**src/rtl/ata_seq_pkg.sv**
```systemverilog
package ata_seq_pkg;
  localparam int CMD_W   = 16;
  localparam int FIELD_W = 13;

  typedef enum logic [1:0] {
    KIND_REG_RD = 2'd0,
    KIND_REG_WR = 2'd1,
    KIND_DAT_RD = 2'd2,
    KIND_DAT_WR = 2'd3
  } reqKind_e;

  typedef struct packed {
    logic     load;
    logic     setDev;
    logic     setIllegal;
    logic     beat;
    logic     setTerm;
    reqKind_e kind;
  } seqStrobes_t;
endpackage

```
**src/rtl/ata_seq_ctl.sv**
```systemverilog
module ata_seq_ctl
  import ata_seq_pkg::*;
(
  input  logic             clk,
  input  logic             rstN,
  input  logic             cmdValid,
  input  logic [CMD_W-1:0] cmdWord,
  input  logic             abort,
  input  logic             reqAck,
  input  reqKind_e         kindQ,
  input  logic             lastBeat,
  output logic             cmdReady,
  output logic             busy,
  output seqStrobes_t      stb
);
  localparam logic [13:0] SETDEV_CODE = 14'h2740;

  logic accept, isRegRd, isRegWr, isData, isSetDev, legalOp, doneNow;

  assign cmdReady = !busy;
  assign accept   = cmdValid && !busy;

  always_comb begin
    isRegRd  = (cmdWord[15:13] == 3'b001) && (cmdWord[7:0] == 8'h00);
    isRegWr  = (cmdWord[15:13] == 3'b101);
    isData   = (cmdWord[14:13] == 2'b10);
    isSetDev = (cmdWord[15:2] == SETDEV_CODE);
    legalOp  = isRegRd || isRegWr || isData;
    stb.kind = isRegRd ? KIND_REG_RD :
               isRegWr ? KIND_REG_WR :
               cmdWord[15] ? KIND_DAT_WR : KIND_DAT_RD;
    stb.load       = accept && legalOp;
    stb.setDev     = accept && isSetDev;
    stb.setIllegal = accept && !legalOp && !isSetDev;
    stb.beat       = busy && reqAck;
    stb.setTerm    = busy && abort;
  end

  assign doneNow = stb.beat &&
                   (kindQ == KIND_REG_RD || kindQ == KIND_REG_WR || lastBeat);

  always_ff @(posedge clk) begin
    if (!rstN) busy <= 1'b0;
    else if (stb.load) busy <= 1'b1;
    else if (stb.setTerm || doneNow) busy <= 1'b0;
  end

  AST_LOAD_STARTS: assert property (@(posedge clk) disable iff (!rstN)
    stb.load |=> busy) else $error("load did not start");
  AST_ABORT_ENDS: assert property (@(posedge clk) disable iff (!rstN)
    (busy && abort) |=> (!busy && cmdReady)) else $error("abort ignored");
  AST_SETDEV_IDLE: assert property (@(posedge clk) disable iff (!rstN)
    stb.setDev |=> !busy) else $error("set-device started request");
  AST_ILLEGAL_IDLE: assert property (@(posedge clk) disable iff (!rstN)
    stb.setIllegal |=> !busy) else $error("illegal word started request");
endmodule

```
**src/rtl/ata_seq_dp.sv**
```systemverilog
module ata_seq_dp
  import ata_seq_pkg::*;
#(
  parameter int XCNT_W      = 14,
  parameter int BLOCK_SHIFT = 3
) (
  input  logic             clk,
  input  logic             rstN,
  input  logic [CMD_W-1:0] cmdWord,
  input  seqStrobes_t      stb,
  output reqKind_e         kindQ,
  output logic             lastBeat,
  output logic [1:0]       csQ,
  output logic [2:0]       addrQ,
  output logic [7:0]       dataQ,
  output logic             devSel,
  output logic             blockMode,
  output logic [XCNT_W-1:0] xferCount,
  output logic             termErr,
  output logic             illegalCmd
);
  localparam int REM_W = FIELD_W + BLOCK_SHIFT + 1;

  logic [REM_W-1:0] remaining, loadCount;
  logic isDataKind;

  assign isDataKind = (kindQ == KIND_DAT_RD) || (kindQ == KIND_DAT_WR);
  assign lastBeat   = (remaining == REM_W'(1));

  always_comb begin
    loadCount = REM_W'(cmdWord[FIELD_W-1:0]) + REM_W'(1);
    if (blockMode) loadCount = loadCount << BLOCK_SHIFT;
  end

  always_ff @(posedge clk) begin
    if (!rstN) begin
      kindQ      <= KIND_REG_RD;
      csQ        <= '0;
      addrQ      <= '0;
      dataQ      <= '0;
      remaining  <= '0;
      devSel     <= 1'b0;
      blockMode  <= 1'b0;
      xferCount  <= '0;
      termErr    <= 1'b0;
      illegalCmd <= 1'b0;
    end else begin
      if (stb.load) begin
        kindQ     <= stb.kind;
        csQ       <= cmdWord[12:11];
        addrQ     <= cmdWord[10:8];
        dataQ     <= cmdWord[7:0];
        remaining <= loadCount;
        termErr   <= 1'b0;
        if (stb.kind == KIND_DAT_RD || stb.kind == KIND_DAT_WR) xferCount <= '0;
      end
      if (stb.beat && isDataKind) begin
        remaining <= remaining - REM_W'(1);
        xferCount <= xferCount + XCNT_W'(1);
      end
      if (stb.setTerm)    termErr    <= 1'b1;
      if (stb.setIllegal) illegalCmd <= 1'b1;
      if (stb.setDev) begin
        devSel    <= cmdWord[0];
        blockMode <= cmdWord[1];
      end
    end
  end

  AST_ILLEGAL_STICKY: assert property (@(posedge clk) disable iff (!rstN)
    illegalCmd |=> illegalCmd) else $error("illegal flag cleared");
  AST_COUNT_STEP: assert property (@(posedge clk) disable iff (!rstN)
    (stb.beat && isDataKind) |=> xferCount == $past(xferCount) + XCNT_W'(1))
    else $error("transfer count step wrong");
  AST_TERM_SET: assert property (@(posedge clk) disable iff (!rstN)
    stb.setTerm |=> termErr) else $error("terminate flag missing");
endmodule

```
**src/rtl/ata_cmd_seq.sv**
```systemverilog
module ata_cmd_seq
  import ata_seq_pkg::*;
#(
  parameter int XCNT_W      = 14,
  parameter int BLOCK_SHIFT = 3
) (
  input  logic              clk,
  input  logic              rstN,
  input  logic              cmdValid,
  input  logic [15:0]       cmdWord,
  output logic              cmdReady,
  input  logic              abort,
  output logic              reqValid,
  output logic [1:0]        reqKind,
  output logic [1:0]        reqCs,
  output logic [2:0]        reqAddr,
  output logic [7:0]        reqData,
  output logic              reqDev,
  input  logic              reqAck,
  output logic              devSel,
  output logic              blockMode,
  output logic              pioBusy,
  output logic [XCNT_W-1:0] xferCount,
  output logic              termErr,
  output logic              illegalCmd
);
  seqStrobes_t stb;
  reqKind_e    kindQ;
  logic        lastBeat, busy;

  ata_seq_ctl u_ctl (
    .clk(clk), .rstN(rstN), .cmdValid(cmdValid), .cmdWord(cmdWord),
    .abort(abort), .reqAck(reqAck), .kindQ(kindQ), .lastBeat(lastBeat),
    .cmdReady(cmdReady), .busy(busy), .stb(stb)
  );

  ata_seq_dp #(.XCNT_W(XCNT_W), .BLOCK_SHIFT(BLOCK_SHIFT)) u_dp (
    .clk(clk), .rstN(rstN), .cmdWord(cmdWord), .stb(stb),
    .kindQ(kindQ), .lastBeat(lastBeat), .csQ(reqCs), .addrQ(reqAddr),
    .dataQ(reqData), .devSel(devSel), .blockMode(blockMode),
    .xferCount(xferCount), .termErr(termErr), .illegalCmd(illegalCmd)
  );

  assign reqValid = busy;
  assign pioBusy  = busy;
  assign reqKind  = kindQ;
  assign reqDev   = devSel;

  AST_READY_EXCL: assert property (@(posedge clk) disable iff (!rstN)
    !(cmdReady && reqValid)) else $error("ready while requesting");
endmodule

```
**config.mk**
```make
export PLATFORM = sky130hd
export DESIGN_NAME = ata_cmd_seq
export DESIGN_NICKNAME = d
export VERILOG_FILES = /design/src/rtl/ata_seq_pkg.sv /design/src/rtl/ata_seq_ctl.sv /design/src/rtl/ata_seq_dp.sv /design/src/rtl/ata_cmd_seq.sv
export SDC_FILE = /design/constraint.sdc
export NUM_CORES = 1
export LEC_CHECK = 0
export ABC_AREA = 1
export BUFFER_PORTS_ARGS = -buffer_cell sky130_fd_sc_hd__buf_2
export CELL_PAD_IN_SITES_DETAIL_PLACEMENT = 1
export CELL_PAD_IN_SITES_GLOBAL_PLACEMENT = 2
export CORE_MARGIN = 2
export CORE_UTILIZATION = 25
export DETAILED_ROUTE_END_ITERATION = 10
export GPL_TIMING_DRIVEN = 0
export PLACE_DENSITY_LB_ADDON = 0.1
export SLEW_MARGIN = 10
export SYNTH_ARGS = -nofsm -noshare
export SYNTH_HDL_FRONTEND = slang
export SYNTH_SLANG_ARGS = --single-unit
```
**constraint.sdc**
```tcl
create_clock -name clk -period 3.4 [get_ports clk]
set_input_delay 0.34 -clock clk [delete_from_list [all_inputs] [get_ports clk]]
set_output_delay 0.34 -clock clk [all_outputs]
set_load 0.05 [all_outputs]
```
Yosys cells after proc, flatten, opt, wreduce, memory -nomap -nowiden:

Cells that the tools add are included.
W data, S select, Z words.

* logic and storage cells: 64
* memory bits (read-only): 0
* memory bits (writable): 0
* latch bits: 0
* output and inout bits: 37
* input bits: 21
* bits in registers: 51
* memories: 0

* magnitude comparators: 0
* bitwise gates (word level): 0
* shift operators: 0
* reduce and logical (&&, ||, !) cells: 27
* mux-type cells: 13
* $mul: 0
* equality and inequality tests: 10
* add/subtract/negate cells: 3
* div/mod/pow operators: 0

Operators with widths (number)
* $mux W17: 3
* $mux W14: 3
* $eq A17 B1 Y1 const B: 1
* $sub A17 B1 Y17 const B: 1
* $add A13 B1 Y14 const B: 1
* $add A14 B1 Y14 const B: 1
* $eq A14 B14 Y1 const B: 1
* $eq A2 B2 Y1 const B: 5
* $logic_and A1 B1 Y1: 10
* $logic_not A8 Y1: 1
* $reduce_bool A2 Y1: 4
* $logic_or A1 B1 Y1: 7
* $mux W1: 5
* $mux W2: 2
* $eq A3 B1 Y1 const B: 1
* $eq A3 B3 Y1 const B: 1
* $logic_not A1 Y1: 3
* $eq A2 B1 Y1 const B: 1
* $logic_not A2 Y1: 1
* $reduce_and A2 Y1: 1

Logic depth before layout (Yosys ltp):

Gate-level depths: netlist (run 1).

* word-level depth: 8
* depth in mapped cells: 12
* mapped depth without buffers: 12

Hierarchy:

A second synthesis (run 1) with hierarchy kept.

* cell total of the unflattened synthesis: 497
* area, all modules: 3233.1 µm²

By module, submodules not included
* ata_seq_dp: seq. area each 1001.0 µm², area each 2996.6 µm², times used 1, cells each 448
* ata_seq_ctl: seq. area each 20.0 µm², area each 221.5 µm², times used 1, cells each 47
* ata_cmd_seq: seq. area each 0.0 µm², area each 15.0 µm², times used 1, cells each 2

Worst setup path after synthesis (run 1):

Ideal clock, no wire load.

* path type: register to register
* start point: register u_ctl.busy
* end point: register u_dp.dataQ[3]
* path slack: 1.414 ns
* cell stages (with the launch flop): 10
* data required time: 3.281 ns
* path buffers: 2
* period minus slack after synthesis: 1.986 ns
* library setup time: 0.119 ns
* arrival time: 1.867 ns
* cells stage by stage: dfxtp_1 -> inv_1 -> nand2_1 -> inv_1 -> nand2_2 -> buf_6 -> inv_8 -> buf_8 -> o21ai_1 -> a21oi_1

* longest elaborated chain between the ends: 3

Ends and longest elaborated chain
* from (decl): line ata_seq_ctl.sv:13 `output logic busy,`
* from (signal assigned): line ata_seq_ctl.sv:43 `if (!rstN) busy <= 1'b0;`
* from (signal assigned): line ata_seq_ctl.sv:44 `else if (stb.load) busy <= 1'b1;`
* from (signal assigned): line ata_seq_ctl.sv:45 `else if (stb.setTerm || doneNow) busy <= 1'b0;`
* $logic_not A1 Y1
* via cmdReady: line ata_cmd_seq.sv:11 `output logic cmdReady,`
* $logic_and A1 B1 Y1: line ata_seq_ctl.sv:21 `assign accept = cmdValid && !busy;`
* $logic_and A1 B1 Y1: line ata_seq_ctl.sv:32 `stb.load = accept && legalOp;`
* to (signal assigned): line ata_seq_dp.sv:52 `dataQ <= cmdWord[7:0];`
* to (decl): line ata_seq_dp.sv:15 `output logic [7:0] dataQ,`

The timed path passes the listed nets, and every way through them passes these cells.
A chain may end at the register's enable or synchronous reset.

Worst setup path in the final report (run 1):

* start point: register u_dp.remaining[0]
* end point: register u_dp.remaining[8]

* longest elaborated chain between the ends: 2

Ends and longest elaborated chain
* from (decl): line ata_seq_dp.sv:24 `logic [REM_W-1:0] remaining, loadCount;`
* from (signal assigned): line ata_seq_dp.sv:53 `remaining <= loadCount;`
* from (signal assigned): line ata_seq_dp.sv:58 `remaining <= remaining - REM_W'(1);`
* $sub A17 B1 Y17: line ata_seq_dp.sv:58
* $mux W17: line ata_seq_dp.sv:57 `if (stb.beat && isDataKind) begin`

No other way between the ends.

==> key figures, run 1 <==
STA
  – Slew margin rel.: a little over half
  – Tcrit/Tclk final: between 50% and 60%
  – RSZ-0062 raised after global routing: no
  – Hold Slack: approximately 0.30 ns
  – Setup tns final: 0 ns
  – Slew Limit Fails: 0
  – Period minus WS final: approximately 1.9 ns
  – F_max: ~540 MHz
  – Worst-Margin Slew: approximately 0.71 ns
  – Fin. Hold Viols: 0
  – Clock skew: roughly 0.0055 ns
  – Final setup violation count: 0
  – Final WS setup: about 1.5 ns

Routing
  – TritonRoute pass-1 iters: 6
  – First DRT Iteration DRCs: 52
  – Number of vias in the routed layout: roughly 3,300
  – Per-cell routed wire length: between 15 and 20 um
  – Remaining DRCs: 0
  – DRT antenna net count: 0
  – Vias per inst: 4.739
  – Final WL: between 10,000 and 15,000 um

Synth
  – Sequential element share of the synthesized area: between 30% and 40%
  – Largest family of logic cells by synthesized area: simple AND/OR/NAND/NOR gates
  – Synth async-reset ratio: 0%
  – Simple-Gate Fraction of Synth Area: between 30% and 40%
  – Gate Count Post-Synth: 485
  – Yosys reg bits: approximately 50
  – Number of flops mapped to enable cells by yosys: 0
  – YS warnings: 0
  – Most used DFF post-synth: dfxtp_1
  – Synth unique cells: 35
  – Multiplexer share of the synthesized area: 0%
  – Area contributors post-synth: dfxtp_1 33%, nand2_1 15%, nor2_1 9.4%
  – Synthesized area per cell: around 6.3 sq um
  – Commonest cells in the netlist: 123 x nand2_1, 77 x nor2_1, 51 x dfxtp_1
  – Syn_nets: 511
  – Compound-Gate Fraction of Synth Area: 16.18%
  – Count leader, synth: nand2_1
  – Synthesized cell area: roughly 0.003 sq mm
  – Synth area leader: dfxtp_1
  – Top-area cell type share of the netlist area: approximately a third
  – Synth Area in XOR/XNOR: around 3.4%
  – Adder-Cell Fraction of Synth Area: approximately 2.0%

Place
  – GP Congestion: ~0.80
  – Port bufs: between 50 and 60
  – Post-detail-place hpwl: 8675 um
  – Post-Place Cells: around 690
  – Post-place instance area: ~0.0035 sq mm
  – Post-placement setup slack: between 1.5 and 2 ns

Pwr
  – Seq pwr share: 40.2%
  – Leak: around 1.7 nW
  – Net Sw Frac: between 30% and 40%
  – Total internal power: between 1 and 1.5 mW
  – P per Cell Area: between 400 and 500 mW/mm^2
  – Switching pwr: just over 0.5 mW
  – Comb power frac: ~20%
  – Clock power frac: about 40%
  – Worst VDD drop: between 0.15 and 0.2 mV

Clock network
  – # hold bufs at CTS: 0
  – CTS HTree Levels: 2
  – Clock Path Buffers: 2
  – CTS tree: yes
  – Worst skew pair latency: around 0.31 ns
  – Post-CTS Resized: 0
  – Clk pin slew, worst setup/hold paths: approximately 0.080 ns
  – TritonCTS Buffers: 5
  – Clock sink count: 51
  – Setup Buffers After CTS: 0
  – CTS root buffer: clkbuf_16

Critical path
  – Setup crit end kind: register
  – Worst Setup Start Kind: register
  – Arrival @ worst endpoint: 2.07 ns
  – Critical path peak fanout: 5
  – WP data required: approximately 3.6 ns
  – Setup Crit Path Kind: reg2reg

Global route
  – First-pass GRT wire length: 18,150 um
  – Vias in the first global route: approximately 3,400
  – Initial antenna violation count: 0
  – Gr ovfl total: 0
  – GRT Total Usage: 18.00%
  – Largest net degree at the start of global routing: 17

Final layout
  – Layout area overhead: 20.96%
  – Fill count: ~1,500
  – Layout cell share with drive strength beyond 1: 17.12%
  – Non-filler instance count after layout: 696
  – Final net count: 574
  – Ant. Diodes: 0
  – Finished Cell Area: around 0.0037 sq mm

Floorplanning
  – Num ports: slightly below 60
  – Site Rows: 40
  – DIE AREA: around 0.013 sq mm
  – Die width: 114.7 um
  – Core area: 0.01196 sq mm
  – Height of the die: ~110 um
  – Initial core utilization: approximately 26%

Min path
  – Hold crit path type: in2reg

Run status
  – Outcome: finished clean

Run
  – Max-Cap Viols: 0
-- final timing paths --
path	cells past startpoint	slack [ns]	to	from
max	9	1.54	u_dp.remaining[8]	u_dp.remaining[0]
max reg2reg	9	1.54	u_dp.remaining[8]	u_dp.remaining[0]
min	3	0.30	u_dp.termErr	abort
min reg2reg	1	0.46	u_dp.xferCount[13]	u_dp.xferCount[13]
-- final cells by class --
type                            instances  area (sq um)  area share (%)
Buffer                                 18         110.1           2.972
Clock buffer                            6         138.9           3.749
Timing Repair Buffer                   56         280.3           7.565
Multi-Input combinational cell        365          1733           46.77
Sequential cell                        51          1021           27.56
Tap cell                              147         183.9           4.965
Clock inverter                          2         38.79           1.047
Inverter                               51         198.9           5.370
-- sequential cells by signal, indices dropped and copies added (netlist names) --
name,flops
u_dp.remaining,17
u_ctl.busy,1
u_dp.termErr,1
u_dp.addrQ,3
u_dp.devSel,1
u_dp.illegalCmd,1
u_dp.kindQ,2
u_dp.blockMode,1
u_dp.csQ,2
u_dp.dataQ,8
u_dp.xferCount,14
-- metal layers --
layer	part of all wire [%]	global-route usage, %
met5	0	0
met1	48	24.67
met4	1.9	6.260
met3	2.8	2.647
met2	47	28.80
-- power groups by stage --
stage	clock network, mW	registers, mW	logic, mW
3_5_place_dp	0	0.659	0.323
6_report	0.639	0.645	0.321
3_3_place_gp	0	0.658	0.322
4_1_cts	0.661	0.645	0.325
2_1_floorplan	0	0.703	0.181
5_1_grt	0.678	0.649	0.364
-- cells by family (layout without fill, tap and decap cells) --
logic type | count (synthesis) | after routing
adder cells (fa/ha/maj) | 5 | 5
flip-flops | 51 | 51
XOR/XNOR | 12 | 12
buffers and inverters | 69 | 133
AO/OA/AOI/OAI | 92 | 92
AND/OR/NAND/NOR | 256 | 256
-- critical path, stage by stage, from the launching register on --
cell and delay (ns):
dfxtp_1 0.37, inv_1 0.12, ha_1 0.20, nand3_1 0.25, nor2_2 0.31, nor2_1 0.06
o21ai_0 0.20, nand3_1 0.10, nor2_1 0.10, nor2_1 0.05
-- placed cells by master, fill, tap and decap left out, types with 6 or more instances in the layout --
cell type and instances:
nand2_1 123, nor2_1 77, buf_2 60, dfxtp_1 51, inv_1 42, nand3_1 36, a21oi_1 36, o21ai_0 33
o21ai_1 11, xor2_1 8, inv_2 7, clkbuf_1 7, nand4_1 6
-- metrics by stage --
step           power (mW)  util [%]
2_1_floorplan      0.8840         -
3_5_place_dp       0.9820     29.49
3_3_place_gp       0.9803     29.49
6_report            1.605     30.97
5_1_grt             1.691     30.97
4_1_cts             1.632     30.97
Power figures use the tool's default switching activity.
==> run 2: changes to the inputs <==
==> constraint.sdc (replaced) <==
create_clock -name clk -period 1.6 [get_ports clk]
set_input_delay 0.16 -clock clk [delete_from_list [all_inputs] [get_ports clk]]
set_output_delay 0.16 -clock clk [all_outputs]
set_load 0.05 [all_outputs]
==> run 2 against run 1 <==
Clock power rose by 74%; final area rose by 2.9%; register-to-register slack got worse by 1.5 ns; critical path type unchanged; critical path depth did not move; cell count rose by 0.29%; via count rose by 2.4%; critical endpoint is now u_dp.remaining[14].
==> key figures, run 2 (synthesized netlist as in run 1, its figures left out) <==
Run status
  – Outcome: finished clean

Routing
  – First DRT Iteration DRCs: ~120
  – TritonRoute pass-1 iters: 4
  – Final WL: 11,110 um
  – Number of vias in the routed layout: between 3,000 and 4,000
  – Vias per inst: 4.840
  – Remaining DRCs: 0
  – DRT antenna net count: 0
  – Per-cell routed wire length: between 15 and 20 um

Pwr
  – Net Sw Frac: 33.41%
  – Comb power frac: between 20 and 25%
  – Switching pwr: 1.077 mW
  – Worst VDD drop: between 0.2 and 0.3 mV
  – Total internal power: roughly 2.1 mW
  – Seq pwr share: a little over two fifths
  – Clock power frac: 34.6%
  – Power Total: between 3 and 4 mW
  – Leak: 1.716 nW
  – P per Cell Area: 845.4 mW/mm^2

Global route
  – Gr ovfl total: 0
  – Largest net degree at the start of global routing: 17
  – GRT Total Usage: 17.78%
  – Vias in the first global route: approximately 3,400
  – First-pass GRT wire length: 17,820 um
  – Initial antenna violation count: 0

Clock network
  – Clock Path Buffers: 2
  – CTS tree: yes
  – CTS HTree Levels: 2
  – CTS root buffer: clkbuf_16
  – # hold bufs at CTS: 0
  – Clock sink count: around 50
  – TritonCTS Buffers: 5
  – Worst skew pair latency: around 0.30 ns
  – Clk pin slew, worst setup/hold paths: approximately 0.070 ns

Final layout
  – Number of flip-flops in the largest register: 17
  – Ant. Diodes: 0
  – Commonest non-fill, non-tap cell in the layout: nand2_1
  – Finished Cell Area: ~0.0038 sq mm
  – Final net count: about 580
  – Commonest non-fill, non-tap cells in the layout: 120 x nand2_1, 69 x nor2_1, 59 x buf_2
  – Most flops, register: u_dp.remaining
  – Fill count: approximately 1,600
  – Largest regs: u_dp.remaining x17, u_dp.xferCount x14, u_dp.dataQ x8
  – Layout cell share with drive strength beyond 1: between 20% and 30%
  – Layout area overhead: 24.47%

Place
  – GP Congestion: 0.7578
  – Post-placement setup slack: -0.2618 ns
  – Post-detail-place hpwl: 8795 um
  – Post-place instance area: roughly 0.0036 sq mm
  – Port bufs: between 50 and 60

Floorplanning
  – Core area: around 0.012 sq mm
  – Height of the die: around 110 um
  – DIE AREA: about 0.013 sq mm
  – Die width: between 100 and 150 um
  – Site Rows: 40
  – Initial core utilization: between 20% and 30%
  – Num ports: 58

STA
  – Slew margin rel.: a little under three fifths
  – Final setup violation count: 0
  – Period minus WS final: about 1.5 ns
  – Tcrit/Tclk final: between 90% and 100%
  – RSZ-0062 raised after global routing: yes
  – Setup tns final: 0 ns
  – Final WS setup: approximately 0.079 ns
  – Worst-Margin Slew: approximately 0.64 ns
  – F_max: ~660 MHz
  – Slew Limit Fails: 0
  – Clock skew: 0.009467 ns
  – Fin. Hold Viols: 0

Critical path
  – Crit path largest cell delay: between 0.3 and 0.4 ns
  – Capturing point of the worst reg2reg path: u_dp.remaining[14]
  – R2R cell count: 9
  – Worst setup startpoint: u_dp.remaining[0]
  – WP data required: between 1.5 and 2 ns
  – Flop-to-flop setup slack: between 0.07 and 0.08 ns
  – Setup Crit Path Kind: reg2reg
  – R2r startpoint: u_dp.remaining[0]
  – Setup crit end kind: register
  – Arrival @ worst endpoint: around 1.7 ns
  – Critical path peak fanout: 5
  – Cell Chain, Critical Path: inv_4, ha_4, nand3_4, nor2_4, buf_6, nand3_1, xor2_1, a21oi_1, nor2_1
  – Slowest stage cell, crit path: dfxtp_4
  – Worst Setup Start Kind: register

Run
  – Max-Cap Viols: 0

Min path
  – Hold depth: 3
  – WHS Endpoint: u_dp.termErr
  – Hold crit path type: in2reg
  – Min-delay src: abort
run 2: final cells by class:
cell class / instances / area (sq um) / share of cell area [%]
clock inverter: 2 / 13.76 / 0.3610
tap: 147 / 183.9 / 4.824
sequential: 51 / 1036 / 27.17
inverter: 51 / 207.7 / 5.448
clock buffer: 6 / 128.9 / 3.380
buffer: 17 / 106.4 / 2.790
timing repair buffer: 59 / 306.5 / 8.041
multi-input combinational: 365 / 1829 / 47.98
run 2: timing repair:
action | 4_1_cts | 5_1_grt
gates resized for setup | 10 | 21
pin swaps | 1 | 6
endpoints found under the setup margin | 10 | 25
setup buffers | 0 | 3
cloned | 0 | 0
run 2: how the worst max path moves through the flow:
| stage | end | slack, ns | cells after the start |
|---|---|---|---|
| after floorplan | u_dp.dataQ[3] | -0.03 | 9 |
| final | u_dp.remaining[14] | 0.08 | 9 |
| after CTS | u_dp.remaining[10] | -0.02 | 11 |
| after detailed placement | u_dp.remaining[10] | -0.26 | 11 |
| after global placement | u_dp.remaining[10] | -0.28 | 11 |
| after global routing | u_dp.remaining[12] | -0.02 | 12 |
run 2: critical path: cells and delay by family, from the launching register on:
kind | cells | cell delay (ns)
buffers and inverters | 2 | 0.18
xor gates and xnor gates | 1 | 0.15
DFF | 1 | 0.38
and+or+nand+nor | 4 | 0.41
adders and majority gates | 1 | 0.14
AOI/OAI and AO/OA | 1 | 0.13
run 2: power by group through the flow:
stage	clock network (mW)	registers [mW]	logic, mW
2_1_floorplan	0	1.49	0.389
3_3_place_gp	0	1.40	0.690
3_5_place_dp	0	1.40	0.695
4_1_cts	1.17	1.37	0.711
5_1_grt	1.20	1.38	0.818
6_report	1.11	1.37	0.736
run 2: per-stage QoR:
step / hold slack (ns) / std cells / util, %
finish: 0.1137 / 698 / 31.87
global route: 0.1277 / 698 / 31.87
CTS: 0.1071 / 695 / 31.09
detailed placement: 0.4384 / 688 / 29.69
global placement: 0.4376 / 688 / 29.69
floorplan: 0.2886 / 485 / -
run 2: layer usage:
metal | vias to the layer above | global-route usage [%] | share of wire (%)
met2 | 44 | 30.69 | 48
met5 | - | 0 | 0
met4 | 0 | 5.122 | 1.1
li1 | 1710 | - | -
met1 | 1616 | 23.05 | 49
met3 | 8 | 2.435 | 2.3
